[config.mk]
export PLATFORM = sky130hd
export DESIGN_NAME = pwm_match_timer
export DESIGN_NICKNAME = d
export VERILOG_FILES = /design/src/rtl/pwm_pkg.sv /design/src/rtl/pwm_timebase.sv /design/src/rtl/pwm_match_bank.sv /design/src/rtl/pwm_out_chan.sv /design/src/rtl/pwm_irq_flags.sv /design/src/rtl/pwm_match_timer.sv
export SDC_FILE = /design/constraint.sdc
export NUM_CORES = 1
export LEC_CHECK = 0
export ABC_CLOCK_PERIOD_IN_PS = 3700
export BUFFER_PORTS_ARGS = -buffer_cell sky130_fd_sc_hd__buf_2
export CAP_MARGIN = 10
export CORE_MARGIN = 3
export CORE_UTILIZATION = 55
export DETAILED_ROUTE_END_ITERATION = 10
export GPL_TIMING_DRIVEN = 0
export PLACE_DENSITY = 0.74
export SLEW_MARGIN = 20
export SYNTH_ARGS = -nofsm -noshare
export SYNTH_HDL_FRONTEND = slang
export SYNTH_SLANG_ARGS = --single-unit
[constraint.sdc]
create_clock -name clk_i -period 3.7 [get_ports clk_i]
set_input_delay 0.555 -clock clk_i [delete_from_list [all_inputs] [get_ports clk_i]]
set_output_delay 0.555 -clock clk_i [all_outputs]
set_load 0.01 [all_outputs]
[src/rtl/pwm_pkg.sv]
package pwm_pkg;
  localparam int unsigned NUM_MATCH = 7;
  localparam int unsigned ADDR_W    = 4;
  localparam int unsigned DATA_W    = 32;

  localparam logic [ADDR_W-1:0] A_FLAGS = 4'd0;
  localparam logic [ADDR_W-1:0] A_TCR   = 4'd1;
  localparam logic [ADDR_W-1:0] A_TC    = 4'd2;
  localparam logic [ADDR_W-1:0] A_PLIM  = 4'd3;
  localparam logic [ADDR_W-1:0] A_PC    = 4'd4;
  localparam logic [ADDR_W-1:0] A_MCR   = 4'd5;
  localparam logic [ADDR_W-1:0] A_CTL   = 4'd6;
  localparam logic [ADDR_W-1:0] A_LE    = 4'd7;
  localparam logic [ADDR_W-1:0] A_MR0   = 4'd8;

  localparam int unsigned OEN_LSB = 8;

  typedef struct packed {
    logic stop;
    logic rst;
    logic irq;
  } mctl_t;

  // flag bit position inside the flag word
  function automatic int unsigned flag_pos(int unsigned n);
    return (n < 4) ? n : n + 4;
  endfunction
endpackage

[src/rtl/pwm_timebase.sv]
module pwm_timebase #(
  parameter int unsigned CNT_W = 32
) (
  input  logic             clk_i,
  input  logic             rst_ni,
  input  logic             run_i,
  input  logic             hold_i,
  input  logic             cnt_clr_i,
  input  logic             cnt_stop_i,
  input  logic [CNT_W-1:0] limit_i,
  output logic             tick_o,
  output logic [CNT_W-1:0] pc_o,
  output logic [CNT_W-1:0] tc_o
);
  logic active;

  assign active = run_i & ~hold_i;
  assign tick_o = active && (pc_o == limit_i);

  always_ff @(posedge clk_i or negedge rst_ni) begin
    if (!rst_ni) begin
      pc_o <= '0;
      tc_o <= '0;
    end else if (hold_i) begin
      pc_o <= '0;
      tc_o <= '0;
    end else begin
      if (active) pc_o <= tick_o ? '0 : pc_o + CNT_W'(1);
      if (tick_o) begin
        if (cnt_clr_i)       tc_o <= '0;
        else if (!cnt_stop_i) tc_o <= tc_o + CNT_W'(1);
      end
    end
  end


  hold_zero_chk: assert property (@(posedge clk_i) disable iff (!rst_ni)
    hold_i |=> (pc_o == '0 && tc_o == '0)) else $error("hold_zero_chk");

  tc_steady_chk: assert property (@(posedge clk_i) disable iff (!rst_ni)
    (!tick_o && !hold_i) |=> $stable(tc_o)) else $error("tc_steady_chk");

  pc_idle_chk: assert property (@(posedge clk_i) disable iff (!rst_ni)
    (!run_i && !hold_i) |=> $stable(pc_o)) else $error("pc_idle_chk");
endmodule

[src/rtl/pwm_match_bank.sv]
module pwm_match_bank #(
  parameter int unsigned N     = 7,
  parameter int unsigned CNT_W = 32,
  localparam int unsigned IDX_W = $clog2(N)
) (
  input  logic                    clk_i,
  input  logic                    rst_ni,
  input  logic                    sh_we_i,
  input  logic [IDX_W-1:0]        sh_idx_i,
  input  logic [CNT_W-1:0]        sh_data_i,
  input  logic                    le_we_i,
  input  logic [N-1:0]            le_data_i,
  input  logic                    tick_i,
  input  logic [CNT_W-1:0]        tc_i,
  input  logic                    p0_reset_i,
  output logic [N-1:0]            hit_o,
  output logic                    rollover_o,
  output logic [N-1:0]            le_o,
  output logic [N-1:0][CNT_W-1:0] shadow_o
);
  logic [N-1:0][CNT_W-1:0] act_q;

  assign rollover_o = hit_o[0] & p0_reset_i;

  for (genvar n = 0; n < N; n++) begin : g_m
    assign hit_o[n] = tick_i && (tc_i == act_q[n]);

    always_ff @(posedge clk_i or negedge rst_ni) begin
      if (!rst_ni) begin
        shadow_o[n] <= '0;
        act_q[n]    <= '0;
      end else begin
        if (sh_we_i && sh_idx_i == IDX_W'(n)) shadow_o[n] <= sh_data_i;
        if (rollover_o && le_o[n])            act_q[n]    <= shadow_o[n];
      end
    end


    latch_take_chk: assert property (@(posedge clk_i) disable iff (!rst_ni)
      (rollover_o && le_o[n]) |=> act_q[n] == $past(shadow_o[n])) else $error("latch_take_chk");

    act_hold_chk: assert property (@(posedge clk_i) disable iff (!rst_ni)
      !rollover_o |=> $stable(act_q[n])) else $error("act_hold_chk");
  end

  always_ff @(posedge clk_i or negedge rst_ni) begin
    if (!rst_ni)         le_o <= '0;
    else if (rollover_o) le_o <= '0;
    else if (le_we_i)    le_o <= le_data_i;
  end


  le_selfclear_chk: assert property (@(posedge clk_i) disable iff (!rst_ni)
    rollover_o |=> le_o == '0) else $error("le_selfclear_chk");
endmodule

[src/rtl/pwm_out_chan.sv]
module pwm_out_chan (
  input  logic clk_i,
  input  logic rst_ni,
  input  logic set_i,
  input  logic clr_i,
  output logic q_o
);
  always_ff @(posedge clk_i or negedge rst_ni) begin
    if (!rst_ni)    q_o <= 1'b0;
    else if (clr_i) q_o <= 1'b0;
    else if (set_i) q_o <= 1'b1;
  end


  clr_first_chk: assert property (@(posedge clk_i) disable iff (!rst_ni)
    clr_i |=> !q_o) else $error("clr_first_chk");

  set_edge_chk: assert property (@(posedge clk_i) disable iff (!rst_ni)
    (set_i && !clr_i) |=> q_o) else $error("set_edge_chk");
endmodule

[src/rtl/pwm_irq_flags.sv]
module pwm_irq_flags #(
  parameter int unsigned N = 7
) (
  input  logic         clk_i,
  input  logic         rst_ni,
  input  logic [N-1:0] hit_i,
  input  logic [N-1:0] en_i,
  input  logic [N-1:0] clr_i,
  output logic [N-1:0] flags_o
);
  logic [N-1:0] raise;

  assign raise = hit_i & en_i;

  always_ff @(posedge clk_i or negedge rst_ni) begin
    if (!rst_ni) flags_o <= '0;
    else         flags_o <= (flags_o & ~clr_i) | raise;
  end

  for (genvar n = 0; n < N; n++) begin : g_chk

    set_wins_chk: assert property (@(posedge clk_i) disable iff (!rst_ni)
      raise[n] |=> flags_o[n]) else $error("set_wins_chk");

    w1c_chk: assert property (@(posedge clk_i) disable iff (!rst_ni)
      (clr_i[n] && !raise[n]) |=> !flags_o[n]) else $error("w1c_chk");

    keep_chk: assert property (@(posedge clk_i) disable iff (!rst_ni)
      (!clr_i[n] && flags_o[n]) |=> flags_o[n]) else $error("keep_chk");
  end
endmodule

[src/rtl/pwm_match_timer.sv]
module pwm_match_timer
  import pwm_pkg::*;
#(
  parameter int unsigned CNT_W = 32
) (
  input  logic                   clk_i,
  input  logic                   rst_ni,
  input  logic                   wr_en_i,
  input  logic [ADDR_W-1:0]      wr_addr_i,
  input  logic [DATA_W-1:0]      wr_data_i,
  input  logic [ADDR_W-1:0]      rd_addr_i,
  output logic [DATA_W-1:0]      rd_data_o,
  output logic [NUM_MATCH-2:0]   pwm_o,
  output logic                   irq_o
);
  localparam int unsigned N     = NUM_MATCH;
  localparam int unsigned IDX_W = $clog2(N);

  mctl_t [N-1:0]           mcr_q;
  logic                    run_q, hold_q;
  logic [CNT_W-1:0]        plim_q, pc, tc;
  logic [N-1:0]            sel_q, oen_q, hit, le, flags, flag_clr;
  logic [N-1:0]            irq_en, rst_en, stop_en;
  logic [N-1:0][CNT_W-1:0] shadow;
  logic                    tick, rollover, cnt_clr, cnt_stop;
  logic [ADDR_W-1:0]       wr_off, rd_off;
  logic                    sh_we, le_we;

  assign wr_off = wr_addr_i - A_MR0;
  assign rd_off = rd_addr_i - A_MR0;
  assign sh_we  = wr_en_i && (wr_addr_i >= A_MR0) && (wr_off < ADDR_W'(N));
  assign le_we  = wr_en_i && (wr_addr_i == A_LE);

  for (genvar n = 0; n < N; n++) begin : g_dec
    assign irq_en[n]   = mcr_q[n].irq;
    assign rst_en[n]   = mcr_q[n].rst;
    assign stop_en[n]  = mcr_q[n].stop;
    assign flag_clr[n] = wr_en_i && (wr_addr_i == A_FLAGS) && wr_data_i[flag_pos(n)];
  end

  assign cnt_clr  = |(hit & rst_en);
  assign cnt_stop = |(hit & stop_en);

  always_ff @(posedge clk_i or negedge rst_ni) begin
    if (!rst_ni) begin
      run_q  <= 1'b0;
      hold_q <= 1'b0;
      plim_q <= '0;
      mcr_q  <= '0;
      sel_q  <= '0;
      oen_q  <= '0;
    end else begin
      if (wr_en_i && wr_addr_i == A_TCR) begin
        run_q  <= wr_data_i[0];
        hold_q <= wr_data_i[1];
      end
      if (cnt_stop) run_q <= 1'b0;
      if (wr_en_i && wr_addr_i == A_PLIM) plim_q <= wr_data_i[CNT_W-1:0];
      if (wr_en_i && wr_addr_i == A_MCR)  mcr_q  <= wr_data_i[3*N-1:0];
      if (wr_en_i && wr_addr_i == A_CTL) begin
        sel_q <= wr_data_i[N-1:0];
        oen_q <= wr_data_i[OEN_LSB+:N];
      end
    end
  end

  pwm_timebase #(.CNT_W(CNT_W)) u_timebase (
    .clk_i      (clk_i),
    .rst_ni     (rst_ni),
    .run_i      (run_q),
    .hold_i     (hold_q),
    .cnt_clr_i  (cnt_clr),
    .cnt_stop_i (cnt_stop),
    .limit_i    (plim_q),
    .tick_o     (tick),
    .pc_o       (pc),
    .tc_o       (tc)
  );

  pwm_match_bank #(.N(N), .CNT_W(CNT_W)) u_match (
    .clk_i      (clk_i),
    .rst_ni     (rst_ni),
    .sh_we_i    (sh_we),
    .sh_idx_i   (wr_off[IDX_W-1:0]),
    .sh_data_i  (wr_data_i[CNT_W-1:0]),
    .le_we_i    (le_we),
    .le_data_i  (wr_data_i[N-1:0]),
    .tick_i     (tick),
    .tc_i       (tc),
    .p0_reset_i (rst_en[0]),
    .hit_o      (hit),
    .rollover_o (rollover),
    .le_o       (le),
    .shadow_o   (shadow)
  );

  for (genvar c = 1; c < N; c++) begin : g_ch
    logic set, q;
    if (c >= 2) begin : g_dbl
      assign set = sel_q[c] ? hit[c-1] : rollover;
    end else begin : g_sgl
      assign set = rollover;
    end
    pwm_out_chan u_chan (
      .clk_i  (clk_i),
      .rst_ni (rst_ni),
      .set_i  (set),
      .clr_i  (hit[c]),
      .q_o    (q)
    );
    assign pwm_o[c-1] = q & oen_q[c];
  end

  pwm_irq_flags #(.N(N)) u_flags (
    .clk_i   (clk_i),
    .rst_ni  (rst_ni),
    .hit_i   (hit),
    .en_i    (irq_en),
    .clr_i   (flag_clr),
    .flags_o (flags)
  );

  assign irq_o = |flags;

  always_comb begin
    rd_data_o = '0;
    unique case (rd_addr_i)
      A_FLAGS: for (int n = 0; n < N; n++) rd_data_o[flag_pos(n)] = flags[n];
      A_TCR:   rd_data_o[1:0] = {hold_q, run_q};
      A_TC:    rd_data_o[CNT_W-1:0] = tc;
      A_PLIM:  rd_data_o[CNT_W-1:0] = plim_q;
      A_PC:    rd_data_o[CNT_W-1:0] = pc;
      A_MCR:   rd_data_o[3*N-1:0] = mcr_q;
      A_CTL: begin
        rd_data_o[N-1:0]        = sel_q;
        rd_data_o[OEN_LSB+:N]   = oen_q;
      end
      A_LE:    rd_data_o[N-1:0] = le;
      default: if (rd_off < ADDR_W'(N)) rd_data_o[CNT_W-1:0] = shadow[rd_off[IDX_W-1:0]];
    endcase
  end


  stop_run_chk: assert property (@(posedge clk_i) disable iff (!rst_ni)
    cnt_stop |=> !run_q) else $error("stop_run_chk");

  stop_freeze_chk: assert property (@(posedge clk_i) disable iff (!rst_ni)
    (cnt_stop && !cnt_clr && !hold_q) |=> tc == $past(tc)) else $error("stop_freeze_chk");

  period_wrap_chk: assert property (@(posedge clk_i) disable iff (!rst_ni)
    (cnt_clr && !hold_q) |=> tc == '0) else $error("period_wrap_chk");
endmodule

==> impl_metrics.toml <==
[timing]
period_minus_slack_ns = 3.79
slew_viol_final = 0
fmax_mhz = 264
skew_ns = 0.0256
maxSlewHeadroom = 0.241
period_share = 1.02
fin_ws_ns = -0.0880
finalHoldViolCount = 0
finalSetupViolCount = 29
worstMarginPinSlew_ns = 1.13
rsz0062_at_grt = "no"

[floorplanning]
die_h_um = 238
chipWidth_um = 238
dieArea_um2 = 56700
initial_utilization = 0.559
ios = 82
row_count = 84
core-area_um2 = 53000

[flow_run]
cap_violations = 0

[clock_tree]
clock_path_buffers = 3
cts_buffers = 69
tritoncts = "built"
clock_latency_ns = 0.63
cts_sinks = 601
cts.root.buffer_cell = "clkbuf_16"
clk_pin_slew_ns = 0.06
htree_levels = 3

[global_route]
track_usage = 0.368
use_met1 = 0.485
antenna_found_initial = 5
met2_usage = 0.564
grt_pass1_wl_mm = 149
grt_pass1_vias = 21611
busiest_layer = "met2"
grt_remaining_overflow = 0
grt_max_degree = 88
grtUsageMet3 = 0.0673

[synth]
yosysTopAreaCell = "dfrtp_1"
synth_fp_nets = 2413
syn_avg_cell_area_um2 = 12.5
synth_top_family_by_area = "multiplexers"
yosys_warnings = 0
synth_fa_ha_area_frac = 0.000845
yosys-top-cells-area = "dfrtp_1 (51%), mux2_2 (19%), xnor2_1 (3.8%), xor2_1 (3.8%), mux4_2 (2.6%)"
post-synth-top-area-fraction = 0.508
synth_edf_count = 0
synth-xor-area-share = 0.0766
netlist_instances = 2368
synthDistinctLibCells = 72
synth_compound_area_frac = 0.0617
synthMuxAreaShare = 0.238
synth.most_common_cell = "dfrtp_1"
synth_common_cells = "dfrtp_1 (601), mux2_2 (508), xnor2_1 (130), xor2_1 (129), nand2_1 (115)"
async_flop_share = 1.00
synth-simple-area-share = 0.0832
yosys_register_bits = 601
synthesis.area_um2 = 29600
synth_ff_type = "dfrtp_1"
ys_seq_area_frac = 0.508

[placement]
place_area_um2 = 31100
io_buffer_count = 73
pre_cts_ws_ns = -0.747
routabilityCongestion = 1.00
dpl.hpwl_mm = 79.4

[cells_and_area]
fin_area_um2 = 33700
final_nets = 2569
syn_to_final_growth_pct = 13.7
drive_above_1_share = 0.329

[routing]
wire_per_inst_um = 32.0
remaining_drc_errors = 0
vias = 21725
wl_mm = 104
vias_per_cell = 6.65
dr.first_iter.drc_count = 2900
drt_pass1_iterations = 7
ant_nets = 0

[power_and_ir_drop]
power_leakage_nw = 15.7
pwr-share-seq = 0.454
peakVddDrop_v = 0.000433
p_int_mw = 12.9
comb_power_share = 0.138
p_sw_frac = 0.278
pwr-share-clk = 0.408
power_density_nw_per_um2 = 529
switchingPower_mw = 4.94

[critical_path]
path_max_fanout = 10
critPathKind = "flip-flop to flip-flop"
crit_required_ns = 4.19
crit_path_end_kind = "flip-flop"
critPathArrivalTime_ns = 4.28
crit_path_start_kind = "flip-flop"

[run_status]
violations = "setup timing"
status = "complete, but fails checks"

[hold_path]
hold_path.class = "input pin to flip-flop"
[stage by stage]
stage               utilization  setup TNS, ns  hold WS [ns]  total power [mW]  instances
detailed placement        0.587         -29.81         0.474              10.6       3137
floorplan                     -              0         0.259              9.39       2368
global placement          0.582       -6142.55         0.471              10.4       3129
CTS                       0.634      -0.000766         0.175              17.8       3263
finish                    0.636          -1.24         0.198              17.8       3267
global route              0.636              0         0.193              18.3       3266
[registers in the layout (all words and copies together), names as in the netlist]
signal            count
u_match.shadow_o    224
mcr_q                14
g_ch.u_chan.q_o       6
sel_q                 7
u_match.le_o          7
u_flags.flags_o       7
plim_q               32
irq_en                7
oen_q                 7
u_timebase.tc_o      32
run_q                 1
u_match.act_q       224
hold_q                1
u_timebase.pc_o      32
[final cells by class]
cell class | instances | area (um^2)
fillers | 4132 | 19300
inverters | 16 | 60.1
well taps | 688 | 861
plain buffers | 179 | 907
repair buffers | 85 | 606
clock inverters | 32 | 423
clock buffers | 92 | 1980
multi-input cells | 1572 | 13800
flip-flops and latches | 601 | 15000
diodes | 2 | 5.00
[path summary, 6_finish.rpt]
kind / from / end / slack [ns] / cells after the start
max: u_timebase.tc_o[26] / u_match.act_q[105] / -0.09 / 10
min: wr_data_i[8] / oen_q[0] / 0.20 / 2
max reg2reg: u_timebase.tc_o[26] / u_match.act_q[105] / -0.09 / 10
min reg2reg: g_ch[5].u_chan.q_o / g_ch[5].u_chan.q_o / 0.48 / 1
max in group asynchronous: rst_ni / u_match.shadow_o[122] / 1.50 / 5
min in group asynchronous: rst_ni / irq_en[5] / 0.54 / 2
[critical path, stage by stage, from the launching register on]
cell and delay (ns):
dfrtp_1 0.57, buf_6 0.25, xor2_1 0.18, nor4_1 0.41, nand4_1 0.32, nor2_4 0.35
and3_1 0.20, buf_2 0.18, nand2_1 0.32, buf_1 0.46, mux2_2 0.40
[what timing repair did]
action | in CTS | in global routing
resized for setup | 30 | 17
endpoints found under the setup margin | 252 | 37
endpoints found under the hold margin | 79 | 0
cloned | 0 | 0
hold buffers | 1 | 0
setup buffers | 1 | 2
pin swaps | 1 | 2
[power by group through the flow]
stage	combinational [mW]	sequential, mW	clock [mW]
finish	2.46	8.09	7.26
global route	2.60	8.17	7.57
CTS	2.40	8.06	7.32
detailed placement	2.38	8.18	0
global placement	2.28	8.13	0
floorplan	1.51	7.88	0
[placed cells by master, fill, tap and decap left out, types with 65 or more instances in the layout]
cell type / Yosys / routed
nand3_1: 71 / 71
dfrtp_1: 601 / 601
nand4_1: 65 / 65
clkbuf_1: 89 / 89
mux2_2: 508 / 508
clkbuf_16: 0 / 73
buf_2: 16 / 92
xnor2_1: 130 / 130
o211ai_1: 65 / 65
xor2_1: 129 / 127
nand2_1: 115 / 115
[kinds of logic after synthesis]
group / Yosys count
AOI/OAI and AO/OA: 245
muxes: 599
DFF: 601
adders and majority gates: 2
xor gates and xnor gates: 259
and+or+nand+nor: 467
buffers and inverters: 195
[routing by layer]
layer | share of wire | wire (um) | up-vias
li1 | - | - | 8987
met1 | 0.39 | 41000 | 11179
met2 | 0.44 | 46300 | 1209
met3 | 0.080 | 8320 | 348
met4 | 0.084 | 8810 | 2
met5 | 0.00012 | 13 | -
Power figures use the tool's default switching activity.
